<file path="config.mk">
export PLATFORM = sky130hd
export DESIGN_NAME = rtc_snap_top
export DESIGN_NICKNAME = d
export VERILOG_FILES = /design/src/rtl/rtc_snap_pkg.sv /design/src/rtl/rtc_snap_strobe.sv /design/src/rtl/rtc_snap_ctrl.sv /design/src/rtl/rtc_snap_hold.sv /design/src/rtl/rtc_snap_rdmux.sv /design/src/rtl/rtc_snap_top.sv
export SDC_FILE = /design/constraint.sdc
export NUM_CORES = 1
export LEC_CHECK = 0
export ABC_AREA = 1
export BUFFER_PORTS_ARGS = -buffer_cell sky130_fd_sc_hd__buf_2
export CORE_MARGIN = 5
export CORE_UTILIZATION = 35
export DETAILED_ROUTE_END_ITERATION = 12
export GPL_ROUTABILITY_DRIVEN = 0
export PLACE_DENSITY_LB_ADDON = 0.05
export SLEW_MARGIN = 25
export SYNTH_ARGS = -nofsm -noshare
export SYNTH_HDL_FRONTEND = slang
export SYNTH_SLANG_ARGS = --single-unit
</file>
<file path="constraint.sdc">
create_clock -name clk -period 1.4 [get_ports clk]
set_clock_uncertainty 0.05 [all_clocks]
set_input_delay 0.14 -clock clk [delete_from_list [all_inputs] [get_ports clk]]
set_output_delay 0.14 -clock clk [all_outputs]
set_load 0.1 [all_outputs]
</file>
<file path="src/rtl/rtc_snap_pkg.sv">
package rtc_snap_pkg;

    localparam int FIELD_W    = 8;
    localparam int NUM_FIELDS = 7;
    localparam int ADDR_W     = 3;
    localparam int HALT_BIT   = 6;
    localparam int BUS_W      = FIELD_W * NUM_FIELDS;

    typedef enum logic [ADDR_W-1:0] {
        OFS_CTRL = 3'd0,
        OFS_SEC  = 3'd1,
        OFS_MIN  = 3'd2,
        OFS_HOUR = 3'd3,
        OFS_WDAY = 3'd4,
        OFS_MDAY = 3'd5,
        OFS_MON  = 3'd6,
        OFS_YEAR = 3'd7
    } reg_ofs_e;

    typedef logic [FIELD_W-1:0]                  field_t;
    typedef logic [NUM_FIELDS-1:0][FIELD_W-1:0]  time_vec_t;

    typedef struct packed {
        logic halt;
        logic catchup;
    } ctrl_state_t;

    // Valid-bit mask of time field idx (0 = seconds ... 6 = year)
    function automatic field_t field_mask(input int idx);
        field_t m;
        case (idx)
            0, 1:    m = 8'h7F;
            2, 4:    m = 8'h3F;
            3:       m = 8'h07;
            5:       m = 8'h1F;
            default: m = 8'hFF;
        endcase
        return m;
    endfunction

endpackage

</file>
<file path="src/rtl/rtc_snap_strobe.sv">
module rtc_snap_strobe
    import rtc_snap_pkg::*;
(
    input  logic clk,
    input  logic rst,
    input  logic tick,
    output logic strobe
);
    logic tick_q;

    always_ff @(posedge clk) begin
        if (rst) tick_q <= 1'b0;
        else     tick_q <= tick;
    end

    assign strobe = tick & ~tick_q;
endmodule

</file>
<file path="src/rtl/rtc_snap_ctrl.sv">
module rtc_snap_ctrl
    import rtc_snap_pkg::*;
(
    input  logic              clk,
    input  logic              rst,
    input  logic              wr_en,
    input  logic [ADDR_W-1:0] addr,
    input  field_t            wdata,
    output ctrl_state_t       state
);
    logic ctrl_hit;
    logic req_halt;

    assign ctrl_hit = wr_en && (addr == OFS_CTRL);
    assign req_halt = wdata[HALT_BIT];

    always_ff @(posedge clk) begin
        if (rst) begin
            state <= '0;
        end else begin
            state.catchup <= ctrl_hit && state.halt && !req_halt;
            if (ctrl_hit) state.halt <= req_halt;
        end
    end
endmodule

</file>
<file path="src/rtl/rtc_snap_hold.sv">
module rtc_snap_hold
    import rtc_snap_pkg::*;
(
    input  logic        clk,
    input  logic        rst,
    input  logic        strobe,
    input  ctrl_state_t state,
    input  time_vec_t   cnt,
    output time_vec_t   held
);
    logic load;

    // halt is the registered value: a halt written on the strobe edge
    // takes effect only after this copy completes
    assign load = (strobe && !state.halt) || state.catchup;

    for (genvar i = 0; i < NUM_FIELDS; i++) begin : g_field
        always_ff @(posedge clk) begin
            if (rst)       held[i] <= '0;
            else if (load) held[i] <= cnt[i] & field_mask(i);
        end
    end
endmodule

</file>
<file path="src/rtl/rtc_snap_rdmux.sv">
module rtc_snap_rdmux
    import rtc_snap_pkg::*;
(
    input  logic [ADDR_W-1:0] addr,
    input  logic              halt,
    input  time_vec_t         held,
    output field_t            rdata
);
    int sel;

    always_comb begin
        sel   = int'(addr);
        rdata = '0;
        if (sel == 0) begin
            rdata[HALT_BIT] = halt;
        end else if (sel <= NUM_FIELDS) begin
            rdata = held[sel-1] & field_mask(sel-1);
        end
    end
endmodule

</file>
<file path="src/rtl/rtc_snap_top.sv">
module rtc_snap_top
    import rtc_snap_pkg::*;
(
    input  logic              clk,
    input  logic              rst,
    input  logic              tick_1hz,
    input  logic [BUS_W-1:0]  cnt_fields,
    input  logic              wr_en,
    input  logic [ADDR_W-1:0] addr,
    input  logic [FIELD_W-1:0] wdata,
    output logic [FIELD_W-1:0] rdata
);
    logic        strobe;
    ctrl_state_t state;
    time_vec_t   cnt_vec;
    time_vec_t   held;

    assign cnt_vec = time_vec_t'(cnt_fields);

    rtc_snap_strobe u_strobe (
        .clk    (clk),
        .rst    (rst),
        .tick   (tick_1hz),
        .strobe (strobe)
    );

    rtc_snap_ctrl u_ctrl (
        .clk   (clk),
        .rst   (rst),
        .wr_en (wr_en),
        .addr  (addr),
        .wdata (wdata),
        .state (state)
    );

    rtc_snap_hold u_hold (
        .clk    (clk),
        .rst    (rst),
        .strobe (strobe),
        .state  (state),
        .cnt    (cnt_vec),
        .held   (held)
    );

    rtc_snap_rdmux u_rdmux (
        .addr  (addr),
        .halt  (state.halt),
        .held  (held),
        .rdata (rdata)
    );
endmodule

</file>
# Word-level counts from Yosys, hierarchy flattened
# Index checks and enable logic that the tools add are counted.
[totals] regBits=45 latchBits=0 ram_bits=0 mem_bits_ro=0 input_bits=71 out_inout_bits=8 word_cells=40 mem_count=0
[classes] n_addsub=1 multipliers=0 n_div=0 order_cmp=1 n_eq_ne=5 shifts=0 n_mux=8 bitwise_logic=3 n_reduce_logical=12
[op_table] cell="32-bit by 2-bit equality test with 1-bit output, second input constant" count=2
[op_table] cell="32-bit by 3-bit equality test with 1-bit output, second input constant" count=2
[op_table] cell="32-bit by 1-bit equality test with 1-bit output, second input constant" count=1
[op_table] cell="32-bit zero test" count=1
[op_table] cell="32-bit by 5-bit < comparator with 1-bit output, second input constant" count=1
[op_table] cell="8-bit case mux with 4 select lines" count=1
[op_table] cell="8-bit binary-select mux with 3-bit select" count=1
[op_table] cell="8-bit two-way mux" count=3
[op_table] cell="8-bit bitwise AND" count=1
[op_table] cell="3-bit zero test" count=2
[op_table] cell="6-bit two-way mux" count=1
[op_table] cell="1-bit logical AND" count=4
[op_table] cell="2-bit OR reduction" count=2
[op_table] cell="3-bit by 1-bit subtractor with 4-bit output, second input constant" count=1
[op_table] cell="1-bit zero test" count=2
[op_table] cell="1-bit two-way mux" count=2
[op_table] cell="1-bit bitwise AND" count=1
[op_table] cell="1-bit logical OR" count=1
[op_table] cell="1-bit inverter" count=1

# Depth between registers and ports, before layout
[depth] word_depth=7 mapped_depth=11 depth_no_buf=10

# By module
# From an unflattened synthesis, not the netlist that was laid out.
[unflattened] hier_cells=473 area_unflattened_um2=2977.9
[by_module_without_submodules] mod="rtc_snap_hold" n_inst=1 cells_each=293 area_each_um2=2000.7 seq_area_each_um2=840.8
[by_module_without_submodules] mod="rtc_snap_rdmux" n_inst=1 cells_each=163 area_each_um2=844.6 seq_area_each_um2=0.0
[by_module_without_submodules] mod="rtc_snap_ctrl" n_inst=1 cells_each=13 area_each_um2=101.3 seq_area_each_um2=40.0
[by_module_without_submodules] mod="rtc_snap_strobe" n_inst=1 cells_each=4 area_each_um2=31.3 seq_area_each_um2=20.0

# Least setup slack after synthesis
# Ideal clock, no wire load.
[synth_path] path_kind="in2out" from="input addr[0]" to="output rdata[7]" arrival_time_ps=3153 required_time_ps=1210 slack_ps=-1943 stages=7 n_path_buf=2 cell_sequence="inv_1 > buf_2 > ha_1 > inv_1 > buf_2 > nand3_1 > nor3_1"
[synth_between] elab_chain_cells=7
[synth_rtl] element="start: declaration" line_no="rtc_snap_top.sv:9" source="input logic [ADDR_W-1:0] addr,"
[synth_rtl] element="3-bit by 1-bit subtractor with 4-bit output" line_no="rtc_snap_rdmux.sv:17" source="rdata = held[sel-1] & field_mask(sel-1);"
[synth_rtl] element="32-bit by 2-bit equality test with 1-bit output, or another cell as far along" line_no="rtc_snap_pkg.sv:31" source="case (idx)"
[synth_rtl] element="2-bit OR reduction" line_no="rtc_snap_pkg.sv:31"
[synth_rtl] element="8-bit case mux with 4 select lines" line_no="rtc_snap_pkg.sv:31"
[synth_rtl] element="8-bit two-way mux" line_no="rtc_snap_rdmux.sv:14" source="if (sel == 0) begin"
[synth_rtl] element="8-bit bitwise AND" line_no="rtc_snap_rdmux.sv:17"
[synth_rtl] element="1-bit two-way mux *" line_no="rtc_snap_rdmux.sv:14"
[synth_rtl] element="end: declaration" line_no="rtc_snap_top.sv:11" source="output logic [FIELD_W-1:0] rdata"
# Mark *: on every way between the ends. The rest lies on a longest branch, timed or not. The select of a mux whose other input is x is not followed.

# Worst setup path after layout
[layout_path] from="input addr[1]" to="output rdata[6]"
# Same word-level chain as after synthesis.

==> impl_results.md <==
* CORE AREA at 0.00635 mm^2
* Status: complete, but fails checks
* Final nets at 468
* Largest net degree at the start of global routing at 43
* Diode count at 0
* Int Power at 2.45 mW
* P_leak at 1.36 nW
* Non-filler cells in the finished layout at 471
* Final Power at 3.51 mW
* Setup violations, final at 8
* F_max at 0.591 GHz
* Slew headroom at 0.735
* Number of global-route vias before repair at 2291
* Peak supply drop at 512 uV
* Total CTS buffers at 5
* Cell Area, Placed at 0.00295 mm^2
* Cell count after synthesis at 324
* Cell Area, Synth at 0.00228 mm^2
* Synth unique cells at 24
* Largest delay share family, worst path: buffers and inverters
* Max-cap violations at 0
* First-pass GRT wire length at 10600 um
* Post-layout util at 0.505
* CTS Buffer Depth at 2
* Via Count at 2263
* Seq pwr share at 0.397
* Die ar. at 0.00822 mm^2
* CP Data Arrival Time at 1.50 ns
* P per Cell Area at 1090 mW/mm^2
* Kind of end point of the critical path: output pin
* Clock group share of total power at 0.331
* Worst setup margin at -0.292 ns
* Die height at 90.7 um
* Register clock-pin slew on the reported worst setup and hold paths at 0.09 ns
* Hold Crit Depth at 3
* Placed Cells at 458
* Hold Startpoint: cnt_fields[3]
* Largest stage delay, worst path at 0.29 ns
* Site Rows at 29
* Worst Path Required at 1.21 ns
* Drc violations at 0
* Clk Latency, worst-skew pair at 0.30 ns
* Worst Path Buf+Inv at 5
* Starting density of the core at 0.359
* CTS tree: built
* GRT Total Usage at 0.153
* R2R depth at 5
* Final WL at 6180 um
* Layout cell share with drive strength beyond 1 at 0.365
* FF-to-FF Start: u_ctrl.state[1]
* Hold Crit Class: input port to flip-flop
* Sequential fraction of the synthesis area at 0.396
* H-tree depth at 2
* Floorplan die width at 90.7 um
* Final hold violation count at 0
* Critical Path Source Type: input port
* Syn Nets at 399
* Port bufs at 57
* Net Sw Power at 1.06 mW
* Yosys warnings at 0
* RSZ-0062 raised after global routing: true
* Antenna violations before repair at 0
* CTS root buf: clkbuf_8
* Setup TNS at -1.92 ns
* Logic pwr share at 0.272
* CP max FO at 14
* Clock sink count at 45
* Setup CP Type: input port to output pin
* Tcrit/Tclk final at 1.21
* # IOs at 79
* Filler cell count at 663
* Register bit count reported by yosys at 45
* Worst-Margin Slew at 0.398 ns
* Antenna Nets Post-Route at 0
* R2r endpoint: u_hold.held[8]
* Critical-path top delay cell: ha_4
* Area Growth Syn to Fin at 40.9%
* R2r setup slk at 0.14 ns
* Worst Setup SP: addr[1]
* Post-route design area at 0.00321 mm^2
* DR pass1 iterations at 4
* Vias per cell at 4.80
* DP Wirelength at 4400 um
* Endpoint with the worst hold slack: u_hold.held[3]
* Switching Fraction at 0.303
* Syn Area/Cell at 7.03 um^2
* Overflow after GRT at 0
* Post-layout min period at 1.69 ns
* Crit path cell chain: buf_8, clkinvlp_4, ha_4, buf_12, inv_8, nand3_1, nand2_1, nand2_1, a21oi_2, nand2_2, nand2_8, buf_12
* Violated checks: setup timing
* Max Slew Vio Count at 0
* Initial DRC count at 121
* Drt wl/cell at 13.1 um
[worst max path at each step]
| stage | endpoint | slack [ns] | cells after the start |
|---|---|---|---|
| 2_1_floorplan | rdata[7] | -0.37 | 9 |
| 3_3_place_gp | rdata[1] | -0.33 | 10 |
| 3_5_place_dp | rdata[6] | -0.34 | 11 |
| 4_1_cts | rdata[1] | -0.27 | 10 |
| 5_1_grt | rdata[1] | -0.38 | 10 |
| 6_report | rdata[6] | -0.29 | 12 |
[stage by stage]
step	worst slack (ns)	hold WS, ns
after floorplan	-0.369	0.169
after global placement	-0.326	0.277
after detailed placement	-0.337	0.278
after CTS	-0.269	0.0180
after global routing	-0.382	0.0181
final	-0.292	0.0218
[routing by layer]
metal / wire (um) / track usage / vias to the layer above
met3: 272 / 0.0333 / 12
met2: 2810 / 0.245 / 49
met4: 131 / 0.0484 / 0
met5: 0 / 0 / -
met1: 2960 / 0.205 / 1021
li1: - / - / 1181
[cell families after synthesis]
logic type                 count (synthesis)  share of synthesized area
buffers and inverters                     35                     0.0940
adders and majority gates                  4                     0.0220
and+or+nand+nor                          170                      0.292
DFF                                       45                      0.396
AOI/OAI and AO/OA                         70                      0.197
[state kept, by name, indices dropped and copies added, names as in the netlist]
register / cells
u_ctrl.state: 2
u_hold.held: 42
u_strobe.tick_q: 1
[worst reg2reg max path, delay by kind of cell, from the launching register on]
| kind | cells | cell delay, ns |
|---|---|---|
| AO/OA/AOI/OAI | 2 | 0.32 |
| buffers and inverters | 2 | 0.35 |
| flip-flops | 1 | 0.35 |
| AND/OR/NAND/NOR | 1 | 0.13 |
[repair_timing]
| action | in CTS | in global routing |
|---|---|---|
| buffers inserted | 4 | 0 |
| gates resized for setup | 23 | 8 |
| hold buffers | 1 | 0 |
| endpoints found under the setup margin | 34 | 12 |
| hold endpoints to repair | 1 | 0 |
| pin swaps | 8 | 4 |
[area by class of cell]
type | count | area (um^2) | share of cell area
inverters | 15 | 86.3 | 0.0269
multi-input cells | 244 | 1340 | 0.416
clock inverters | 3 | 65.1 | 0.0203
clock buffers | 5 | 68.8 | 0.0214
well taps | 77 | 96.3 | 0.0300
repair buffers | 82 | 657 | 0.205
flip-flops and latches | 45 | 901 | 0.281
[layout by cell type, fill, tap and decap left out, drive strengths merged]
master         n
nor3           1
nor2          21
buf           81
or2            1
inv           14
dlygate4sd3    1
a211oi         1
bufinv         2
nor4           1
ha             4
dfxtp         45
clkinvlp       1
nand2        130
a21oi         44
a31oi          1
o211ai         2
nand3         16
o22ai          4
o21bai         1
o21ai         16
clkbuf         5
clkinv         1
a21boi         1
[cell usage after synthesis]
cell / n / area share
o211ai_1: 2 / 0.0066
nor4_1: 1 / 0.0027
buf_2: 5 / 0.011
clkbuf_2: 1 / 0.0022
inv_1: 13 / 0.021
nand3_1: 16 / 0.035
or2_2: 1 / 0.0027
a21oi_1: 27 / 0.059
nand2_1: 130 / 0.21
o22ai_1: 4 / 0.011
nor2_1: 21 / 0.035
ha_1: 4 / 0.022
dfxtp_1: 45 / 0.40
o21ai_0: 16 / 0.035
inv_2: 2 / 0.0033
buf_6: 9 / 0.045
o21bai_1: 1 / 0.0033
buf_4: 2 / 0.0066
a211oi_1: 1 / 0.0033
clkbuf_1: 3 / 0.0049
a21oi_2: 17 / 0.065
a31oi_4: 1 / 0.0093
nor3_1: 1 / 0.0022
a21boi_0: 1 / 0.0033
[power groups by stage]
stage,combinational (mW),clock [mW],sequential [mW]
finish,0.955,1.16,1.40
global route,1.04,1.24,1.40
CTS,0.952,1.18,1.40
detailed placement,0.897,0,1.42
global placement,0.891,0,1.43
floorplan,0.624,0,1.41
(Power assumes the default switching activity.)
